`config.mk`:
```
export PLATFORM = sky130hd
export DESIGN_NAME = age_accept_arbiter
export DESIGN_NICKNAME = d
export VERILOG_FILES = /design/src/rtl/age_accept_pkg.sv /design/src/rtl/age_accept_pick.sv /design/src/rtl/age_accept_ctrl.sv /design/src/rtl/age_accept_datapath.sv /design/src/rtl/age_accept_arbiter.sv
export SDC_FILE = /design/constraint.sdc
export NUM_CORES = 1
export LEC_CHECK = 0
export BUFFER_PORTS_ARGS = -buffer_cell sky130_fd_sc_hd__buf_2
export CAP_MARGIN = 20
export CORE_ASPECT_RATIO = 1.25
export CORE_MARGIN = 2
export CORE_UTILIZATION = 61
export CTS_CLUSTER_SIZE = 14
export DETAILED_ROUTE_END_ITERATION = 16
export GPL_TIMING_DRIVEN = 0
export PLACE_DENSITY = 0.86
export SETUP_SLACK_MARGIN = 0.02
export SKIP_LAST_GASP = 1
export SLEW_MARGIN = 20
export SYNTH_ARGS = -nofsm -noshare
export SYNTH_HDL_FRONTEND = slang
export SYNTH_SLANG_ARGS = --single-unit
```
`constraint.sdc`:
```
create_clock -name clk -period 16.1 [get_ports clk]
set_clock_uncertainty 0.2 [all_clocks]
set_input_delay 1.61 -clock clk [delete_from_list [all_inputs] [get_ports clk]]
set_output_delay 1.61 -clock clk [all_outputs]
set_load 0.01 [all_outputs]
```
`src/rtl/age_accept_pkg.sv`:
```
package age_accept_pkg;

  // Index field wide enough for up to 64 outputs.
  localparam int IDX_W = 6;

  // Which strength class produced the accept.
  typedef enum logic [1:0] {
    PICK_NONE   = 2'd0,
    PICK_STRONG = 2'd1,
    PICK_WEAK   = 2'd2
  } pick_e;

  // Strobes from the control to the datapath.
  typedef struct packed {
    logic             fire;
    logic [IDX_W-1:0] idx;
  } acc_strobe_t;

endpackage

```
`src/rtl/age_accept_pick.sv`:
```
// Selects one grant inside a single strength class:
// the paired output first, then the largest nonzero history value.
module age_accept_pick #(
  parameter int NUM_OUT = 4,
  parameter int SLOT_W  = 8,
  localparam int PW     = (NUM_OUT > 1) ? $clog2(NUM_OUT) : 1
) (
  input  logic [NUM_OUT-1:0]        classMask,
  input  logic [PW-1:0]             pairIdx,
  input  logic [NUM_OUT*SLOT_W-1:0] histFlat,
  output logic                      hit,
  output logic [PW-1:0]             idx
);

  logic              pairHit;
  logic              ageFound;
  logic [PW-1:0]     ageIdx;
  logic [SLOT_W-1:0] bestAge;

  always_comb begin
    ageFound = 1'b0;
    ageIdx   = '0;
    bestAge  = '0;
    // Strict greater-than keeps the lowest index on equal values.
    for (int j = 0; j < NUM_OUT; j++) begin
      if (classMask[j] && (histFlat[j*SLOT_W +: SLOT_W] != '0) &&
          (!ageFound || (histFlat[j*SLOT_W +: SLOT_W] > bestAge))) begin
        ageFound = 1'b1;
        ageIdx   = PW'(j);
        bestAge  = histFlat[j*SLOT_W +: SLOT_W];
      end
    end
    pairHit = classMask[pairIdx];
    hit     = pairHit | ageFound;
    idx     = pairHit ? pairIdx : ageIdx;
  end

endmodule

```
`src/rtl/age_accept_ctrl.sv`:
```
// Accept decision: strong class before weak class, each via age_accept_pick.
module age_accept_ctrl
  import age_accept_pkg::*;
#(
  parameter int NUM_OUT = 4,
  parameter int SLOT_W  = 8,
  parameter int PORT_ID = 0,
  localparam int PW     = (NUM_OUT > 1) ? $clog2(NUM_OUT) : 1,
  localparam int SUM_W  = SLOT_W + 8
) (
  input  logic [NUM_OUT-1:0]        grantValid,
  input  logic [NUM_OUT-1:0]        grantStrong,
  input  logic [NUM_OUT*SLOT_W-1:0] histFlat,
  input  logic [SLOT_W-1:0]         slotNow,
  output acc_strobe_t               strobe,
  output logic [NUM_OUT-1:0]        acceptOh
);

  logic [SUM_W-1:0]   pairSum;
  logic [PW-1:0]      pairIdx;
  logic [NUM_OUT-1:0] classMask [2];
  logic               classHit  [2];
  logic [PW-1:0]      classIdx  [2];
  pick_e              sel;

  // Rotating global pairing for this input.
  always_comb begin
    pairSum = {8'd0, slotNow} + SUM_W'(PORT_ID);
    pairIdx = PW'(pairSum % SUM_W'(NUM_OUT));
  end

  // Class 0 holds the strong grants, class 1 the weak ones.
  for (genvar c = 0; c < 2; c++) begin : g_class
    assign classMask[c] = (c == 0) ? (grantValid & grantStrong)
                                   : (grantValid & ~grantStrong);
    age_accept_pick #(
      .NUM_OUT(NUM_OUT),
      .SLOT_W (SLOT_W)
    ) u_pick (
      .classMask(classMask[c]),
      .pairIdx  (pairIdx),
      .histFlat (histFlat),
      .hit      (classHit[c]),
      .idx      (classIdx[c])
    );
  end

  always_comb begin
    if (classHit[0])      sel = PICK_STRONG;
    else if (classHit[1]) sel = PICK_WEAK;
    else                  sel = PICK_NONE;
    strobe.fire = (sel != PICK_NONE);
    strobe.idx  = IDX_W'((sel == PICK_STRONG) ? classIdx[0] : classIdx[1]);
  end

  for (genvar j = 0; j < NUM_OUT; j++) begin : g_dec
    assign acceptOh[j] = strobe.fire && (strobe.idx == IDX_W'(j));
  end

endmodule

```
`src/rtl/age_accept_datapath.sv`:
```
// Slot counter, history register file, match and drop flags.
module age_accept_datapath
  import age_accept_pkg::*;
#(
  parameter int NUM_OUT = 4,
  parameter int SLOT_W  = 8
) (
  input  logic                      clk,
  input  logic                      rstN,
  input  acc_strobe_t               strobe,
  input  logic [NUM_OUT-1:0]        voqEmpty,
  input  logic [NUM_OUT-1:0]        dequeue,
  output logic [NUM_OUT-1:0]        matchFlags,
  output logic [NUM_OUT-1:0]        dropFlags,
  output logic [SLOT_W-1:0]         slotNow,
  output logic [NUM_OUT*SLOT_W-1:0] histFlat
);

  logic [SLOT_W-1:0]  slotQ;
  logic [SLOT_W-1:0]  histQ [NUM_OUT];
  logic [NUM_OUT-1:0] matchQ;
  logic [NUM_OUT-1:0] dropQ;

  always_ff @(posedge clk) begin
    if (!rstN) slotQ <= '0;
    else       slotQ <= slotQ + 1'b1;
  end

  for (genvar j = 0; j < NUM_OUT; j++) begin : g_voq
    logic takeJ;
    assign takeJ = strobe.fire && (strobe.idx == IDX_W'(j));

    always_ff @(posedge clk) begin
      if (!rstN) begin
        histQ[j]  <= '0;
        matchQ[j] <= 1'b0;
        dropQ[j]  <= 1'b0;
      end else begin
        // Accept stamps the slot and wins over a same-slot dequeue.
        if (takeJ)           histQ[j] <= slotQ;
        else if (dequeue[j]) histQ[j] <= '0;
        matchQ[j] <= takeJ & ~voqEmpty[j];
        dropQ[j]  <= matchQ[j] & voqEmpty[j];
      end
    end

    assign histFlat[j*SLOT_W +: SLOT_W] = histQ[j];
  end

  assign slotNow    = slotQ;
  assign matchFlags = matchQ;
  assign dropFlags  = dropQ;

endmodule

```
`src/rtl/age_accept_arbiter.sv`:
```
module age_accept_arbiter
  import age_accept_pkg::*;
#(
  parameter int NUM_OUT = 4,
  parameter int SLOT_W  = 8,
  parameter int PORT_ID = 0
) (
  input  logic                      clk,
  input  logic                      rstN,
  input  logic [NUM_OUT-1:0]        grantValid,
  input  logic [NUM_OUT-1:0]        grantStrong,
  input  logic [NUM_OUT-1:0]        voqEmpty,
  input  logic [NUM_OUT-1:0]        dequeue,
  output logic [NUM_OUT-1:0]        acceptOh,
  output logic                      acceptValid,
  output logic [NUM_OUT-1:0]        matchFlags,
  output logic [NUM_OUT-1:0]        dropFlags,
  output logic [SLOT_W-1:0]         slotNow,
  output logic [NUM_OUT*SLOT_W-1:0] histFlat
);

  acc_strobe_t strobe;

  age_accept_ctrl #(
    .NUM_OUT(NUM_OUT),
    .SLOT_W (SLOT_W),
    .PORT_ID(PORT_ID)
  ) u_ctrl (
    .grantValid (grantValid),
    .grantStrong(grantStrong),
    .histFlat   (histFlat),
    .slotNow    (slotNow),
    .strobe     (strobe),
    .acceptOh   (acceptOh)
  );

  age_accept_datapath #(
    .NUM_OUT(NUM_OUT),
    .SLOT_W (SLOT_W)
  ) u_dp (
    .clk       (clk),
    .rstN      (rstN),
    .strobe    (strobe),
    .voqEmpty  (voqEmpty),
    .dequeue   (dequeue),
    .matchFlags(matchFlags),
    .dropFlags (dropFlags),
    .slotNow   (slotNow),
    .histFlat  (histFlat)
  );

  assign acceptValid = strobe.fire;

endmodule

```
==> results.md, run 1 <==
Placed design:
- The HPWL after detailed placement is 8.47 mm.
- The quantity of I/O buffers inserted on ports is 69.
- At the end of routability-driven placement, the weighted congestion stood at 0.931.
- The cell count after placement is 572.
- After detailed placement, the total cell area comes to 4300 µm².
- The worst slack at placement is 6060 ps.

Synth:
- The post-synthesis sequential area ratio is 0.333.
- The top flip-flop cell by instance count after synthesis is edfxtp_1.
- In this run, synthesis inferred 32 flip-flops with an integrated enable.
- The number of nets in the synthesized netlist is 485.
- Averaged over all synthesized cells, the footprint is 9.20 µm².
- For this run, asynchronously set or reset flops after synthesis account for 0.
- The cell count after synthesis is 418.
- The count of synthesis-stage warnings from yosys is 0.
- After synthesis, the netlist uses 61 different library cells.
- Counting flops and latches in the post-synthesis netlist gives 48.
- In this run the cell area of the synthesized design comes to 3840 µm².

Timing:
- The final-report hold violation count is 0.
- Measured against its own limit, the worst slew margin works out to 0.630.
- The fraction of the cycle the final worst path needs is 0.637.
- The achievable clock frequency is 0.0974 GHz.
- The shortest clock period the worst path allows after layout is 10,260 ps.
- Setup repair after global routing left no endpoint under its margin.
- The total negative slack for setup checks is 0 ps.
- Across all hold checks on the routed design, the worst slack comes to 307 ps.
- For the pin with the worst max-slew slack, the measured transition is 555 ps.
- The number of max-slew violations in the final report is 0.
- After layout, the worst setup slack is 5840 ps.
- The count of endpoints failing setup in the final report is 0.

Route:
- After detailed routing, the average wire length per cell comes to 18.5 µm.
- The initial DRC count is 290.
- The remaining antenna violation count is 0.
- The total vias in the final route is 3,531.
- For this run, the detailed router's first-pass iteration total came to 5.
- The wire length reported by the detailed router is 10.7 mm.
- The number of remaining DRC errors is 0.
- Using the TritonRoute via totals, the vias-per-cell ratio works out to 6.09.

GRT:
- The via count of the first global-routing pass is 3,568.
- Entering global routing, the biggest net connects 16 pins.
- The overall global routing resource usage is 0.324.
- The initial antenna violation count is 0.
- The wire length of the first global-routing pass is 16.9 mm.
- The remaining global-route overflow is 0.

CTS:
- Clock latency on the worst-skew pair, taken at its later pin, is 310 ps.
- The count of cells resized by post-cts repair is 0.
- The total clock buffers created by CTS is 5.
- Once the clock tree was built, the setup fixing pass inserted 0 buffers.
- The clock slew at the register clock pins of the worst setup and hold paths is 90 ps.
- The number of clock sinks is 48.
- The root buffer cell chosen for the clock tree is clkbuf_8.
- For this design, the CTS-stage hold fixing added 0 buffers.
- The number of levels the H-tree was split into is 2.
- TritonCTS built the clock tree.
- The maximum root-to-sink buffer count is 2.

Flow run:
- The count of max-cap constraint violations is 0.

Hold path:
- The hold path depth is 1.
- The class of the most critical hold timing path is reg -> reg.

Die:
- The total core area is 6130 µm².
- The count of standard-cell rows is 32.
- The initial utilization of the core area, before any placement, comes to 0.627.
- The die is 92.8 µm tall.
- The number of top-level pins is 71.
- Measured along the x axis, the die boundary spans 75 µm.
- The floorplan step defined a die boundary enclosing 6960 µm².

Cells and area:
- Relative to the synthesized area, the layout overhead comes to 14.9%.
- The number of diodes added for antenna fixing is 0.
- The fraction of layout cells with a size suffix above 1 is 0.261.
- Once layout is complete, the utilization of the core stands at 0.721.
- The summed area of non-filler cells in the final layout is 4420 µm².
- The final layout contains 561 nets.
- The non-filler instance count after layout is 580.

Setup path:
- For the worst setup path, the data arrival time is 8450 ps.
- Counting cells, the worst reg-to-reg path comes to 26.
- Along the worst path, the maximum fanout reaches 10.
- Broken down by cell family, the worst path's largest delay share belongs to compound AO/OA/AOI/OAI gates.
- The slowest stage cell on the critical path is nor4bb_1.
- The logic depth of the worst setup path including buffers is 32.
- The delay of the slowest critical-path stage is 490 ps.
- For the worst setup path, the data required time is 14,290 ps.
- The critical path is of the in -> out type.
- STA classifies the critical path startpoint as a primary input.
- The type of element capturing the critical path is a primary output.
- The total buffers and inverters traversed by the critical path is 9.

Power and ir drop:
- Total power for the finished layout comes to 0.446 mW.
- The power per cell area is 101 nW/µm².
- The reported leakage power is 1.96 nW.
- VDD sags by at most 0.0000885 V.

Status:
- The flow ran to the end, and the final reports show no timing, DRC or antenna violations.
power breakdown:
part           switching, mW  leakage [nW]  internal [mW]
Sequential            0.0186         0.494          0.145
Clock                 0.0412        0.0614         0.0508
Combinational          0.109          1.40         0.0812
Yosys cell counts (9+ instances only):
cell type / instances / share of area
ha_1: 49 / 0.16
nor2_1: 44 / 0.043
nand2_1: 38 / 0.037
edfxtp_1: 32 / 0.25
inv_1: 21 / 0.021
a21oi_1: 20 / 0.026
o21ai_0: 17 / 0.022
dfxtp_1: 16 / 0.083
mux2_2: 15 / 0.044
nand4_1: 12 / 0.020
and2_1: 10 / 0.016
clkbuf_1: 9 / 0.0088
nand3_1: 9 / 0.012
layout by cell type (no fill, tap or decap), types with 15 or more instances in the layout:
cell       n
nand2_1   38
a21oi_1   20
dfxtp_1   16
inv_1     21
o21ai_0   17
edfxtp_1  32
buf_2     71
mux2_2    15
ha_1      49
nor2_1    44
layout make-up:
cell class	count	area [µm²]
Buffer	19	111
Clock inverter	2	38.8
Clock buffer	6	82.6
Inverter	24	90.1
Multi-Input combinational cell	327	2360
Tap cell	85	106
Timing Repair Buffer	69	345
Fill cell	463	1710
Sequential cell	48	1280
path summary, 6_finish.rpt:
| kind | startpoint | slack, ps | to |
|---|---|---|---|
| max | grantStrong[0] | 5840 | acceptOh[0] |
| min reg2reg | u_dp.matchFlags[2]$_SDFF_PN0_ | 310 | u_dp.dropFlags[2]$_SDFF_PN0_ |
| max reg2reg | u_dp.histQ[0][1]$_SDFFCE_PP0P_ | 9140 | u_dp.histQ[3][2]$_SDFFCE_PP0P_ |
| min | u_dp.matchFlags[2]$_SDFF_PN0_ | 310 | u_dp.dropFlags[2]$_SDFF_PN0_ |
cell families after synthesis:
group	after synthesis	share of synthesized area
DFF	48	0.333
adders and majority gates	49	0.160
xor gates and xnor gates	6	0.0137
AOI/OAI and AO/OA	80	0.143
and+or+nand+nor	172	0.238
muxes	20	0.0602
buffers and inverters	43	0.0524
metal layers:
| metal | global-route usage | share of wire | up-vias |
|---|---|---|---|
| met5 | 0 | 0 | - |
| met4 | 0.165 | 0.039 | 0 |
| met3 | 0.0316 | 0.055 | 32 |
| met2 | 0.558 | 0.52 | 145 |
| met1 | 0.390 | 0.39 | 1691 |
| li1 | - | - | 1663 |
flip-flops by register name, indices dropped and copies added, names as in the netlist:
name             count
u_dp.histQ          32
u_dp.dropFlags       4
u_dp.slotNow         8
u_dp.matchFlags      4
(Power assumes the default switching activity.)
==> run 2, diff against run 1 <==
--- a/config.mk
+++ b/config.mk
@@ -9,11 +9,11 @@
 export CAP_MARGIN = 20
 export CORE_ASPECT_RATIO = 1.25
 export CORE_MARGIN = 2
-export CORE_UTILIZATION = 61
+export CORE_UTILIZATION = 51
 export CTS_CLUSTER_SIZE = 14
 export DETAILED_ROUTE_END_ITERATION = 16
 export GPL_TIMING_DRIVEN = 0
-export PLACE_DENSITY = 0.86
+export PLACE_DENSITY = 0.77
 export SETUP_SLACK_MARGIN = 0.02
 export SKIP_LAST_GASP = 1
 export SLEW_MARGIN = 20
==> constraint.sdc (replaced) <==
create_clock -name clk -period 9.2 [get_ports clk]
set_clock_uncertainty 0.2 [all_clocks]
set_input_delay 0.92 -clock clk [delete_from_list [all_inputs] [get_ports clk]]
set_output_delay 0.92 -clock clk [all_outputs]
set_load 0.01 [all_outputs]
==> results.md, run 2 (synthesis results as in run 1) <==
Timing:
- The shortest clock period the worst path allows after layout is 8610 ps.
- The fraction of the cycle the final worst path needs is 0.936.
- The total negative slack for setup checks was 0 ps (unchanged).
- The count of endpoints failing setup in the final report is 0 (unchanged).
- The final-report hold violation count is 0 (unchanged).
- Unrepaired setup endpoints after global routing: false (unchanged).
- The worst relative slew slack is 0.624 (was 0.630).
- The actual transition at the worst max-transition pin is 564 ps (was 555 ps).
- The number of max-slew violations in the final report came to 0 (unchanged).
- The achievable clock frequency is 0.116 GHz.

Cells and area:
- The fraction of layout cells with a size suffix above 1 is 0.263 (was 0.261).
- The area growth from synthesis to layout is 15.6% (was 14.9%).
- The most frequent standard cell in the layout excluding fill and tap cells is buf_2 (unchanged).
- The number of nets at the end of the flow is 561 (unchanged).
- The summed area of non-filler cells in the final layout was 4440 µm² (was 4420 µm²).
- The flip-flop count of the largest register after layout is 32 (unchanged).
- The area of the multi-input gates is 2370 µm² (was 2360 µm²).
- The register ranked first by flip-flop count was u_dp.histQ (unchanged).
- The number of diodes added for antenna fixing came to 0 (unchanged).
- The number of fillers in the final layout is 659 (was 463).
- The footprint of the flip-flops and latches is 1280 µm² (unchanged).
- The post-route core utilization is 0.604 (was 0.721).
- Leading cell types in the layout, fill and taps excluded: buf_2, ha_1, nor2_1 (unchanged).

Route:
- The number of detailed-route iterations in the first pass is 4 (was 5).
- The number of remaining DRC errors is 0 (unchanged).
- The remaining antenna violation count is 0 (unchanged).
- The wire length on met3 is 568 µm (was 586 µm).
- The post-route met1 wirelength is 4.06 mm (was 4.14 mm).
- The average via count per standard cell is 5.90 (was 6.09).
- The initial DRC count is 384 (was 290).
- The detailed-route wire length per cell is 17.8 µm (was 18.5 µm).
- The total vias in the final route was 3,466 (was 3,531).
- The met2 wire length is 5.51 mm (was 5.57 mm).
- The top metal layer carrying routed signals is met4 (unchanged).
- The wire length reported by the detailed router is 10.4 mm (was 10.7 mm).

GRT:
- The remaining global-route overflow was 0 (unchanged).
- The maximum number of pins on one net before global-route repair is 16 (unchanged).
- The via count of the first global-routing pass is 3,454 (was 3,568).
- The initial antenna violation count is 0 (unchanged).
- The overall global routing resource usage is 0.264 (was 0.324).
- The wire length of the first global-routing pass was 16.5 mm (was 16.9 mm).

CTS:
- The number of clock sinks is 48 (unchanged).
- The clock slew at the register clock pins of the worst setup and hold paths is 90 ps (about the same).
- The maximum root-to-sink buffer count was 2 (unchanged).
- The clock root buffer is clkbuf_8 (unchanged).
- The count of cells resized by post-cts repair came to 0 (unchanged).
- The total clock buffers created by CTS is 5 (unchanged).
- The number of hold buffers added after CTS is 0 (unchanged).
- The clock insertion delay at the later pin of the skew report is 310 ps (about the same).
- The total setup buffers inserted after CTS is 0 (unchanged).
- The clock tree from TritonCTS is done (unchanged).
- The number of levels the H-tree was split into is 2 (unchanged).

Power and ir drop:
- The power per cell area is 179 nW/µm² (was 101 nW/µm²).
- The maximum ir drop on the vdd rail is 0.000176 V (was 0.0000885 V).
- The reported leakage power is 1.97 nW (was 1.96 nW).

Setup path:
- The category of the critical setup timing path is in -> out (unchanged).
- The delay of the slowest critical-path stage is 410 ps (was 490 ps).
- The type of element capturing the critical path is a primary output (unchanged).
- The endpoint required time on the critical path is 8080 ps (was 14,290 ps).
- The slowest stage cell on the critical path is nor4bb_2 (was nor4bb_1).
- The sort of element at the start of the critical path is a primary input (unchanged).
- The worst endpoint data arrival time is 7490 ps (was 8450 ps).
- The largest driver fanout on the critical path was 10 (unchanged).

Die:
- The vertical die dimension is 101 µm (was 92.8 µm).
- The starting utilization of the core area is 0.522 (was 0.627).
- The die outline width is 81.7 µm (was 75 µm).
- The number of top-level pins is 71 (unchanged).
- The floorplan die area is 8250 µm² (was 6960 µm²).
- The total core area came to 7360 µm² (was 6130 µm²).
- The count of standard-cell rows came to 35 (was 32).

Placed design:
- The instance area after placement is 4300 µm² (about the same).
- The HPWL after detailed placement is 8.38 mm (was 8.47 mm).
- The quantity of I/O buffers inserted on ports was 69 (unchanged).
- The final weighted congestion in routability-driven placement is 0.898 (was 0.931).

Flow run:
- The count of max-cap constraint violations is 0 (unchanged).

Status:
- Result of the run: complete, no violations (unchanged).

Hold path:
- The class of the most critical hold timing path is reg -> reg (unchanged).
==> run 2: worst max-delay path, delay by kind of cell <==
kind | cells | cell delay [ps]
AOI/OAI and AO/OA | 10 | 2050
buffers and inverters | 9 | 1700
muxes | 1 | 390
and+or+nand+nor | 8 | 1490
adders and majority gates | 3 | 940
==> run 2: final timing paths <==
kind | from | end | slack [ps] | cells past startpoint
worst max register to register | u_dp.histQ[0][0]$_SDFFCE_PP0P_ | u_dp.histQ[1][2]$_SDFFCE_PP0P_ | 2340 | 25
worst max-delay path | grantValid[0] | acceptOh[0] | 590 | 31
worst min register to register | u_dp.matchFlags[0]$_SDFF_PN0_ | u_dp.dropFlags[0]$_SDFF_PN0_ | 280 | 1
worst min-delay path | u_dp.matchFlags[0]$_SDFF_PN0_ | u_dp.dropFlags[0]$_SDFF_PN0_ | 280 | 1
==> run 2: metal layers <==
layer | vias to the layer above | global-route usage
li1 | 1665 | -
met3 | 25 | 0.0215
met4 | 0 | 0.0962
met5 | - | 0
met2 | 116 | 0.489
met1 | 1660 | 0.312
==> run 2: area by class of cell <==
cell class | instances | share of cell area
Timing Repair Buffer | 69 | 0.0777
Buffer | 19 | 0.0253
Clock buffer | 6 | 0.0163
Tap cell | 92 | 0.0259
Multi-Input combinational cell | 327 | 0.533
Inverter | 24 | 0.0203
Sequential cell | 48 | 0.288
Clock inverter | 2 | 0.0135
==> run 2: where the power goes <==
part	switching (mW)	internal (mW)
combinational	0.189	0.143
sequential	0.0317	0.254
clock	0.0704	0.109
==> run 2: stage by stage <==
step / total power [mW] / hold slack (ps) / cells / setup WS (ps)
after global placement: 0.602 / 270 / 579 / 708
final: 0.797 / 284 / 587 / 588
after CTS: 0.791 / 296 / 587 / 486
after detailed placement: 0.615 / 278 / 579 / 542
after global routing: 0.850 / 327 / 587 / 30.3
after floorplan: 0.519 / 331 / 418 / 1890
==> run 3, diff against run 2 <==
--- a/config.mk
+++ b/config.mk
@@ -7,13 +7,15 @@
 export LEC_CHECK = 0
 export BUFFER_PORTS_ARGS = -buffer_cell sky130_fd_sc_hd__buf_2
 export CAP_MARGIN = 20
+export CELL_PAD_IN_SITES_DETAIL_PLACEMENT = 1
+export CELL_PAD_IN_SITES_GLOBAL_PLACEMENT = 2
 export CORE_ASPECT_RATIO = 1.25
 export CORE_MARGIN = 2
-export CORE_UTILIZATION = 51
+export CORE_UTILIZATION = 31
 export CTS_CLUSTER_SIZE = 14
 export DETAILED_ROUTE_END_ITERATION = 16
 export GPL_TIMING_DRIVEN = 0
-export PLACE_DENSITY = 0.77
+export PLACE_DENSITY_LB_ADDON = 0.1
 export SETUP_SLACK_MARGIN = 0.02
 export SKIP_LAST_GASP = 1
 export SLEW_MARGIN = 20
==> results.md, run 3 (synthesis results as in run 1) <==
Timing:
- The final-report hold violation count is 0 (unchanged).
- The actual transition at the worst max-transition pin is 545 ps (was 564 ps).
- The count of endpoints failing setup in the final report is 0 (unchanged).
- The number of max-slew violations in the final report is 0 (unchanged).
- The shortest clock period the worst path allows after layout is 8480 ps (was 8610 ps).
- The total negative slack for setup checks is 0 ps (unchanged).
- The achievable clock frequency is 0.118 GHz (was 0.116 GHz).
- Unrepaired setup endpoints after global routing: false (unchanged).
- The fraction of the cycle the final worst path needs came to 0.922 (was 0.936).
- The worst relative slew slack is 0.635 (was 0.624).

Route:
- The top metal layer carrying routed signals was met4 (unchanged).
- The wire length on met3 was 253 µm (was 568 µm).
- The number of detailed-route iterations in the first pass is 4 (unchanged).
- The met2 wire length is 6.96 mm (was 5.51 mm).
- The number of remaining DRC errors is 0 (unchanged).
- The initial DRC count was 79 (was 384).
- The wire length reported by the detailed router is 12.7 mm (was 10.4 mm).
- The remaining antenna violation count is 0 (unchanged).
- The average via count per standard cell is 5.11 (was 5.90).
- The detailed-route wire length per cell is 19.4 µm (was 17.8 µm).
- The post-route met1 wirelength is 5.42 mm (was 4.06 mm).
- The total vias in the final route is 3,365 (was 3,466).

Power and ir drop:
- The relative contribution of combinational cells to total power is 0.421 (was 0.417).
- The sequential share of power is 0.359 (was 0.358).
- The reported leakage power is 1.97 nW (about the same).
- The switching component of the power is 0.307 mW (was 0.291 mW).
- The internal power is 0.498 mW (was 0.506 mW).
- The share of total power in the clock network was 0.219 (was 0.225).
- The fraction of power spent switching nets is 0.382 (was 0.365).
- The maximum ir drop on the vdd rail is 0.000136 V (was 0.000176 V).
- The power per cell area was 178 nW/µm² (was 179 nW/µm²).

Cells and area:
- The register ranked first by flip-flop count is u_dp.histQ (unchanged).
- The non-filler instance count after layout is 658 (was 587).
- The number of diodes added for antenna fixing is 0 (unchanged).
- The post-route core utilization came to 0.375 (was 0.604).
- The area growth from synthesis to layout came to 18.0% (was 15.6%).
- The most frequent standard cell in the layout excluding fill and tap cells is buf_2 (unchanged).
- Leading cell types in the layout, fill and taps excluded: buf_2, ha_1, nor2_1 (unchanged).
- The number of nets at the end of the flow is 560 (was 561).
- The flip-flop count of the largest register after layout came to 32 (unchanged).
- The fraction of layout cells with a size suffix above 1 is 0.259 (was 0.263).

GRT:
- The initial antenna violation count is 0 (unchanged).
- The wire length of the first global-routing pass is 20.1 mm (was 16.5 mm).
- The via count of the first global-routing pass is 3,628 (was 3,454).
- The maximum number of pins on one net before global-route repair is 14 (was 16).
- The overall global routing resource usage was 0.196 (was 0.264).
- The remaining global-route overflow is 0 (unchanged).

Flow run:
- The count of max-cap constraint violations is 0 (unchanged).

CTS:
- The total setup buffers inserted after CTS is 0 (unchanged).
- The clock root buffer is clkbuf_16 (was clkbuf_8).
- The clock tree from TritonCTS is done (unchanged).
- The clock slew at the register clock pins of the worst setup and hold paths is 60 ps (was 90 ps).
- The number of clock sinks is 48 (unchanged).
- The maximum root-to-sink buffer count is 2 (unchanged).
- The number of levels the H-tree was split into came to 2 (unchanged).
- The clock insertion delay at the later pin of the skew report is 290 ps (was 310 ps).
- The total clock buffers created by CTS is 5 (unchanged).

Placed design:
- The HPWL after detailed placement was 10.6 mm (was 8.38 mm).
- The cell count after placement was 651 (was 579).
- The quantity of I/O buffers inserted on ports came to 69 (unchanged).
- The final weighted congestion in routability-driven placement is 0.787 (was 0.898).

Die:
- The floorplan die area is 13,300 µm² (was 8250 µm²).
- The number of top-level pins was 71 (unchanged).
- The total core area is 12,100 µm² (was 7360 µm²).
- The die outline width is 104 µm (was 81.7 µm).
- The vertical die dimension was 128 µm (was 101 µm).
- The count of standard-cell rows came to 45 (was 35).
- The starting utilization of the core area came to 0.318 (was 0.522).

Setup path:
- The slowest stage cell on the critical path was nor4bb_2 (unchanged).
- The delay of the slowest critical-path stage came to 470 ps (was 410 ps).
- The category of the critical setup timing path was in -> out (unchanged).
- The type of element capturing the critical path is a primary output (unchanged).
- The sort of element at the start of the critical path is a primary input (unchanged).
- The largest driver fanout on the critical path is 17 (was 10).
- The endpoint required time on the critical path is 8080 ps (about the same).
- The worst endpoint data arrival time was 7360 ps (was 7490 ps).

Status:
- Result of the run: complete, no violations (unchanged).

Hold path:
- The class of the most critical hold timing path is reg -> reg (unchanged).
==> run 3: changes by cell type in the layout (fill, tap and decap cells not counted) <==
cell	delta
buf_1	-1
bufinv_16	-2
clkbuf_1	+1
clkbuf_16	+5
clkbuf_8	-5
clkinv_1	+1
==> run 3: per-layer routing <==
| metal | up-vias | GRT usage |
|---|---|---|
| met5 | - | 0 |
| met1 | 1643 | 0.228 |
| met3 | 6 | 0.0182 |
| met2 | 50 | 0.390 |
| met4 | 0 | 0.0405 |
| li1 | 1666 | - |
==> run 3: timing repair <==
| item | CTS | global route |
|---|---|---|
| endpoints found under the setup margin | 0 | 4 |
| gates resized for setup | 0 | 3 |
| hold buffers | 0 | 0 |
==> run 3: critical path, delay by kind of cell <==
kind | cells | cell delay, ps
buffers and inverters | 8 | 1320
muxes | 1 | 380
and+or+nand+nor | 9 | 1640
adders and majority gates | 3 | 920
AOI/OAI and AO/OA | 11 | 2120
==> run 3: stage by stage <==
| step | setup WS [ps] | instance area (µm²) | hold slack (ps) | power, mW |
|---|---|---|---|---|
| 2_1_floorplan | 1890 | 3840 | 331 | 0.519 |
| 3_3_place_gp | 348 | 4390 | 276 | 0.625 |
| 3_5_place_dp | 247 | 4390 | 280 | 0.635 |
| 4_1_cts | 175 | 4530 | 300 | 0.812 |
| 5_1_grt | 169 | 4530 | 338 | 0.860 |
| 6_report | 722 | 4530 | 297 | 0.806 |
==> run 3: power groups by stage <==
| stage | sequential (mW) | clock (mW) | combinational (mW) |
|---|---|---|---|
| 3_5_place_dp | 0.295 | 0 | 0.341 |
| 3_3_place_gp | 0.294 | 0 | 0.331 |
| 4_1_cts | 0.290 | 0.179 | 0.343 |
| 5_1_grt | 0.293 | 0.186 | 0.381 |
| 2_1_floorplan | 0.288 | 0 | 0.231 |
| 6_report | 0.289 | 0.177 | 0.339 |
==> run 3: worst paths after layout <==
kind / cells after the start / slack [ps] / startpoint / to
worst min-delay path: 1 / 300 / u_dp.matchFlags[0]$_SDFF_PN0_ / u_dp.dropFlags[0]$_SDFF_PN0_
worst max register to register: 25 / 2290 / u_dp.histQ[0][5]$_SDFFCE_PP0P_ / u_dp.histQ[3][0]$_SDFFCE_PP0P_
worst min register to register: 1 / 300 / u_dp.matchFlags[0]$_SDFF_PN0_ / u_dp.dropFlags[0]$_SDFF_PN0_
worst max-delay path: 32 / 720 / grantValid[0] / acceptOh[0]
==> run 3: layout make-up <==
cell class	instances	area [µm²]
plain buffers	18	109
clock buffers	7	133
clock inverters	1	3.75
fillers	1476	7570
inverters	24	90.1
multi-input cells	327	2370
flip-flops and latches	48	1280
well taps	164	205
repair buffers	69	345
